--- src/rtl/crc_pkg.sv ---
package crc_pkg;

  localparam int unsigned CRC_MAX_W      = 16;
  localparam int unsigned CRC_FIFO_DEPTH = 8;

  // width of an index able to address n items (at least one bit)
  function automatic int unsigned idx_w(input int unsigned n);
    return (n > 1) ? $clog2(n) : 1;
  endfunction

  // width of a counter able to hold the value n
  function automatic int unsigned cnt_w(input int unsigned n);
    return $clog2(n + 1);
  endfunction

endpackage

--- src/rtl/crc_fifo.sv ---
module crc_fifo
  import crc_pkg::*;
#(
  parameter int unsigned W     = CRC_MAX_W,
  parameter int unsigned DEPTH = CRC_FIFO_DEPTH
) (
  input  logic         clk,
  input  logic         rst,
  input  logic         push,
  input  logic [W-1:0] push_data,
  input  logic         pop,
  output logic [W-1:0] head,
  output logic         full,
  output logic         empty,
  output logic         ovf
);

  localparam int unsigned AW = idx_w(DEPTH);
  localparam int unsigned CW = cnt_w(DEPTH);

  logic [W-1:0]  mem [DEPTH];
  logic [AW-1:0] wptr, rptr;
  logic [CW-1:0] count, count_nxt;
  logic          push_ok, pop_ok;

  assign push_ok = push && (count != CW'(DEPTH));
  assign pop_ok  = pop && (count != '0);

  always_comb begin
    count_nxt = count;
    if (push_ok && !pop_ok) count_nxt = count + 1'b1;
    if (!push_ok && pop_ok) count_nxt = count - 1'b1;
  end

  // storage without reset so a RAM can be inferred
  always_ff @(posedge clk) begin
    if (push_ok) mem[wptr] <= push_data;
  end

  assign head = mem[rptr];

  always_ff @(posedge clk) begin
    if (rst) begin
      wptr  <= '0;
      rptr  <= '0;
      count <= '0;
      full  <= 1'b0;
      empty <= 1'b1;
      ovf   <= 1'b0;
    end else begin
      if (push_ok) wptr <= (wptr == AW'(DEPTH - 1)) ? '0 : wptr + 1'b1;
      if (pop_ok)  rptr <= (rptr == AW'(DEPTH - 1)) ? '0 : rptr + 1'b1;
      count <= count_nxt;
      full  <= (count_nxt == CW'(DEPTH));
      empty <= (count_nxt == '0);
      if (push && !push_ok) ovf <= 1'b1;
    end
  end

  // occupancy never exceeds the depth
  p_count_bound_r5: assert property (@(posedge clk) disable iff (rst)
    count <= CW'(DEPTH));

  // a push into a full queue does not change the occupancy
  p_no_overflow_r5: assert property (@(posedge clk) disable iff (rst)
    push && full && !pop |=> count == $past(count));

  // the overflow flag stays set until reset
  p_ovf_sticky_r5: assert property (@(posedge clk) disable iff (rst)
    ovf |=> ovf);

  // a lone pop removes exactly one word
  p_pop_one_r4: assert property (@(posedge clk) disable iff (rst)
    pop && !empty && !push |=> count == $past(count) - 1'b1);

endmodule

--- src/rtl/crc_seq.sv ---
module crc_seq
  import crc_pkg::*;
#(
  parameter int unsigned W = CRC_MAX_W
) (
  input  logic         clk,
  input  logic         rst,
  input  logic         go,
  input  logic         fifo_empty,
  input  logic [W-1:0] head,
  output logic         step,
  output logic         bit_out,
  output logic         pop
);

  localparam int unsigned IW = idx_w(W);

  logic [IW-1:0] bit_idx;
  logic [IW-1:0] sel;

  assign step    = go && !fifo_empty;
  assign sel     = IW'(W - 1) - bit_idx;
  assign bit_out = head[sel];
  assign pop     = step && (bit_idx == IW'(W - 1));

  always_ff @(posedge clk) begin
    if (rst) begin
      bit_idx <= '0;
    end else if (step) begin
      bit_idx <= (bit_idx == IW'(W - 1)) ? '0 : bit_idx + 1'b1;
    end
  end

  // running on an empty queue leaves the bit position alone
  p_stall_hold_r3: assert property (@(posedge clk) disable iff (rst)
    go && fifo_empty |=> $stable(bit_idx));

  // a paused engine keeps its place inside the word
  p_pause_hold_r10: assert property (@(posedge clk) disable iff (rst)
    !go |=> $stable(bit_idx));

  // each step moves exactly one bit forward
  p_one_bit_r3: assert property (@(posedge clk) disable iff (rst)
    step && (bit_idx != IW'(W - 1)) |=> bit_idx == $past(bit_idx) + 1'b1);

  // after the last bit of a word the next word starts at its top bit
  p_word_wrap_r4: assert property (@(posedge clk) disable iff (rst)
    pop |=> bit_idx == '0);

endmodule

--- src/rtl/crc_lfsr.sv ---
module crc_lfsr
  import crc_pkg::*;
#(
  parameter int unsigned W = CRC_MAX_W
) (
  input  logic                clk,
  input  logic                rst,
  input  logic                step,
  input  logic                bit_in,
  input  logic [W-1:0]        taps,
  input  logic [idx_w(W)-1:0] len,
  input  logic                load,
  input  logic [W-1:0]        load_val,
  output logic [W-1:0]        wreg
);

  logic         top;
  logic [W-1:0] shifted;
  logic [W-1:0] nxt;

  assign top     = wreg[len];
  assign shifted = {wreg[W-2:0], bit_in};
  assign nxt     = top ? (shifted ^ taps) : shifted;

  always_ff @(posedge clk) begin
    if (rst) begin
      wreg <= '0;
    end else if (step) begin
      wreg <= nxt;
    end else if (load) begin
      wreg <= load_val;
    end
  end

  // no step and no load keeps the register
  p_idle_hold_r3: assert property (@(posedge clk) disable iff (rst)
    !step && !load |=> $stable(wreg));

  // with a clear feedback bit the new bit lands in bit 0 untouched
  p_plain_shift_r2: assert property (@(posedge clk) disable iff (rst)
    step && !wreg[len] |=> wreg[0] == $past(bit_in));

  // with a set feedback bit, bit 0 carries the lowest tap
  p_xor_shift_r2: assert property (@(posedge clk) disable iff (rst)
    step && wreg[len] |=> wreg[0] == ($past(bit_in) ^ $past(taps[0])));

  // a load places the start value
  p_load_r6: assert property (@(posedge clk) disable iff (rst)
    load && !step |=> wreg == $past(load_val));

endmodule

--- src/rtl/crc_engine.sv ---
module crc_engine
  import crc_pkg::*;
#(
  parameter int unsigned W     = CRC_MAX_W,
  parameter int unsigned DEPTH = CRC_FIFO_DEPTH,
  localparam int unsigned LW   = idx_w(W)
) (
  input  logic          clk,
  input  logic          rst,
  input  logic          wr_en,
  input  logic [W-1:0]  wr_data,
  input  logic          go,
  input  logic [LW-1:0] cfg_len,
  input  logic [W-1:0]  cfg_taps,
  input  logic          res_wr,
  input  logic [W-1:0]  res_wdata,
  output logic [W-1:0]  result,
  output logic          fifo_full,
  output logic          fifo_empty,
  output logic          overflow
);

  logic [W-1:0] head;
  logic         step, bit_s, pop, load;

  assign load = res_wr && !go;

  crc_fifo #(.W(W), .DEPTH(DEPTH)) u_fifo (
    .clk       (clk),
    .rst       (rst),
    .push      (wr_en),
    .push_data (wr_data),
    .pop       (pop),
    .head      (head),
    .full      (fifo_full),
    .empty     (fifo_empty),
    .ovf       (overflow)
  );

  crc_seq #(.W(W)) u_seq (
    .clk        (clk),
    .rst        (rst),
    .go         (go),
    .fifo_empty (fifo_empty),
    .head       (head),
    .step       (step),
    .bit_out    (bit_s),
    .pop        (pop)
  );

  crc_lfsr #(.W(W)) u_lfsr (
    .clk      (clk),
    .rst      (rst),
    .step     (step),
    .bit_in   (bit_s),
    .taps     (cfg_taps),
    .len      (cfg_len),
    .load     (load),
    .load_val (res_wdata),
    .wreg     (result)
  );

  // a result write while running on an empty queue changes nothing
  p_load_ignored_r6: assert property (@(posedge clk) disable iff (rst)
    res_wr && go && fifo_empty |=> $stable(result));

  // full and empty are never raised together
  p_flags_excl_r5: assert property (@(posedge clk) disable iff (rst)
    !(fifo_full && fifo_empty));

endmodule

--- config.mk ---
export PLATFORM = sky130hd
export DESIGN_NAME = crc_engine
export DESIGN_NICKNAME = d
export VERILOG_FILES = /design/src/rtl/crc_pkg.sv /design/src/rtl/crc_fifo.sv /design/src/rtl/crc_seq.sv /design/src/rtl/crc_lfsr.sv /design/src/rtl/crc_engine.sv
export SDC_FILE = /design/constraint.sdc
export NUM_CORES = 1
export LEC_CHECK = 0
export BUFFER_PORTS_ARGS = -buffer_cell sky130_fd_sc_hd__buf_4
export CORE_MARGIN = 4
export CORE_UTILIZATION = 58
export CTS_CLUSTER_SIZE = 14
export DETAILED_ROUTE_END_ITERATION = 7
export PLACE_DENSITY = 0.79
export SLEW_MARGIN = 0
export SYNTH_ARGS = -nofsm -noshare
export SYNTH_HDL_FRONTEND = slang
export SYNTH_SLANG_ARGS = --single-unit
--- constraint.sdc ---
create_clock -name clk -period 4.4 [get_ports clk]
set_input_delay 0.44 -clock clk [delete_from_list [all_inputs] [get_ports clk]]
set_output_delay 0.44 -clock clk [all_outputs]
set_load 0.05 [all_outputs]
==> flow_summary.rst <==
.. list-table::
   :header-rows: 1

   * - Metric
     - Value
   * - Width of the die
     - 117 µm
   * - Total count of hold-check failures in the final report
     - 0
   * - Cell type contributing the most total cell area after synthesis
     - edfxtp_1
   * - Total die area
     - about 0.014 mm²
   * - Ys async rst share
     - 0%
   * - Number of distinct standard cells referenced by the synthesized netlist
     - 46
   * - Proportion of layout cells with a drive suffix above 1
     - 29.4%
   * - Final design area excluding fillers
     - 0.00815 mm²
   * - Type of origin of the critical path
     - flop
   * - Average via count per standard cell
     - 6.21
   * - Gr usage total
     - 22.8%
   * - Count of vias placed by the detailed router
     - 4271
   * - 1st-iter DRT viols
     - 421
   * - Data arrival time of the critical path
     - 3.18 ns
   * - Worst VDD drop
     - about 0.39 mV
   * - Number of instances in the synthesized netlist
     - about 450
   * - Run status
     - complete, no violations
   * - Max-slew headroom at the worst pin
     - between 20% and 30%
   * - Leading post-synthesis cells by cell area
     - edfxtp_1 (56%), dfxtp_1 (11%), mux4_2 (11%)
   * - H-tree level count
     - 4
   * - Vertical die dimension
     - 117 µm
   * - Vias in the first global route
     - 4301
   * - Area share of the largest cell type after synthesis
     - 56.2%
   * - Achievable Freq
     - 346 MHz
   * - Post-layout min period
     - 2.89 ns
   * - Antenna violations before repair
     - 0
   * - Maximum root-to-sink buffer count
     - 2
   * - Static Leak
     - 2.76 nW
   * - NumNets Final
     - between 500 and 600
   * - Number of failing setup endpoints in the final timing report
     - 0
   * - Sort of element at the end of the critical path
     - flop
   * - Initial Utilization
     - approximately three fifths
   * - Core area
     - between 0.01 and 0.015 mm²
   * - Cells resized by post-CTS repair
     - 0
   * - Mean instance size in the synthesized netlist
     - 15.2 µm²
   * - I/O pin count
     - 76
   * - Synth Cell Area
     - 0.00684 mm²
   * - TritonCTS Buffers
     - 17
   * - Worst clock skew on the final layout
     - 0.00847 ns
   * - Yosys warnings
     - 0
   * - Post-synth EDFFs
     - 128
   * - Critical path start-end classification
     - reg -> reg
   * - Portion of the clock cycle consumed by the worst path in the final layout
     - 65.7%
   * - Signed area change from the synthesized netlist to the final layout
     - 19.1%
   * - Net Count, Synth
     - between 500 and 600
   * - Crit Path Max Fanout
     - 19
   * - Dominant synthesized flop cell
     - edfxtp_1
   * - Final count of pins violating max slew
     - 0
   * - Setup repair after global routing missed its margin
     - false
   * - Total overflow reported by the global router
     - 0
   * - Number of maximum-capacitance violations
     - 0
   * - Number of setup buffers added after CTS
     - 0
   * - Library cell used as clock root buffer
     - clkbuf_16
   * - Largest net degree at the start of global routing
     - 35
   * - Wire per inst
     - 21.0 µm
   * - Detailed Place HPWL
     - 9.44 mm
   * - Antenna Diode Count
     - 0
   * - Clock sink total
     - about 160
   * - Total number of placement rows
     - 39
   * - Count of input and output buffers
     - 75
   * - Accumulated negative setup slack
     - 0 ns
   * - Placement Cell Area
     - 0.00760 mm²
   * - Hold WC Path Type
     - in -> reg
   * - Power per standard cell area
     - 415 mW/mm²
   * - Total of flip-flops plus latches after synthesis
     - 164
   * - Required @ worst endpoint
     - 4.69 ns
   * - Initial DRT Pass Iterations
     - 5
   * - DRC errors left
     - 0
   * - Wire length reported by the detailed router
     - approximately 14 mm
   * - Final antenna-violating net count
     - 0
   * - TritonCTS clock tree
     - yes
   * - Post-cts hold buffer count
     - 0
   * - Global placer's final weighted congestion
     - roughly 0.84
   * - Skew-Pair Late Insertion Delay
     - 0.43 ns
   * - Proportion of synthesized chip area in sequential cells
     - 66.7%
   * - Clock-pin transition on the worst setup and hold timing paths
     - 0.07 ns
   * - First-pass GRT wire length
     - 22.6 mm
   * - Slew at the pin closest to its max-slew limit
     - between 1 and 1.5 ns
   * - Power, Total
     - 3.38 mW
## final cells by class
class | count | area (µm²)
sequential | 164 | 4570
clock buffer | 17 | 425
tap | 143 | 179
multi-input combinational | 257 | 2180
clock inverter | 14 | 128
inverter | 6 | 22.5
fill | 706 | 3320
timing repair buffer | 87 | 653
## through the flow
stage                     setup slack [ns]  hold WS [ns]  cells  util (%)
after floorplan                       1.34         0.464    449         -
after global placement                1.64         0.456    657      66.3
after detailed placement              1.50         0.465    657      66.3
after CTS                             1.47         0.229    688      71.1
after global routing                  1.22         0.227    688      71.1
final                                 1.51         0.239    688      71.1
## worst max-delay path, cell delays in order (launching register included)
cell	delay, ns
dfxtp_2	0.73
buf_4	0.40
mux4_2	0.53
o32ai_1	0.30
nor3_1	0.11
o41ai_1	0.39
nand2b_1	0.17
o2111ai_1	0.11
## path summary, 6_finish.rpt
path | from | to | slack [ns] | cells past startpoint
min reg2reg | u_fifo.ovf | u_fifo.ovf | 0.48 | 2
max | flop | u_lfsr.wreg[0] | 1.51 | 7
min | wr_data[11] | u_fifo.mem[4][11] | 0.24 | 1
max reg2reg | flop | u_lfsr.wreg[0] | 1.51 | 7
## where the power goes
part / internal, mW / switching (mW)
Sequential: 1.71 / 0.0292
Combinational: 0.111 / 0.151
Clock: 0.780 / 0.599
## state kept, by name (all words and copies together), names as in the netlist, named ones only
signal	count
u_fifo.full	1
u_fifo.empty	1
u_fifo.wptr	3
u_fifo.ovf	1
u_fifo.rptr	3
u_lfsr.wreg	16
u_fifo.count	4
u_seq.bit_idx	4
u_fifo.mem	128
## Yosys cell counts, types with 3 or more instances
| cell type | number |
|---|---|
| nand3b_1 | 4 |
| mux4_1 | 3 |
| nor3_1 | 9 |
| or3_1 | 3 |
| clkbuf_1 | 12 |
| buf_2 | 6 |
| mux2i_1 | 7 |
| edfxtp_1 | 128 |
| dfxtp_1 | 36 |
| nand3_1 | 8 |
| a22oi_1 | 17 |
| nor2b_1 | 4 |
| ha_1 | 7 |
| nor2_1 | 23 |
| o22ai_1 | 11 |
| a21oi_1 | 27 |
| nor4_1 | 4 |
| mux4_2 | 32 |
| nand2_1 | 45 |
| inv_1 | 6 |
| xnor2_1 | 18 |
| o21ai_0 | 5 |
| nand2b_1 | 7 |
## cells by family after synthesis
kind of cell / count (synthesis) / share of synthesized area [%]
muxes: 42 / 12.7
buffers and inverters: 28 / 1.86
and+or+nand+nor: 117 / 8.19
AOI/OAI and AO/OA: 73 / 6.95
DFF: 164 / 66.7
adders and majority gates: 7 / 1.28
xor gates and xnor gates: 18 / 2.30
## layout by cell type (no fill, tap or decap), types with 8 or more instances in the layout
cell type  count
dfxtp_1       35
nand3_1        8
a22oi_1       17
nand2_1       45
nor2_1        23
edfxtp_1     128
mux4_2        32
a21oi_1       27
xnor2_1       18
o22ai_1       11
clkbuf_16     17
buf_4         87
## metal layers
metal	up-vias	routed length [µm]	track usage, %
met5	-	0	0
met4	0	240	8.94
met3	23	1150	5.85
met2	200	7180	37.5
met1	2115	5890	29.4
li1	1933	-	-
(Power assumes the default switching activity.)
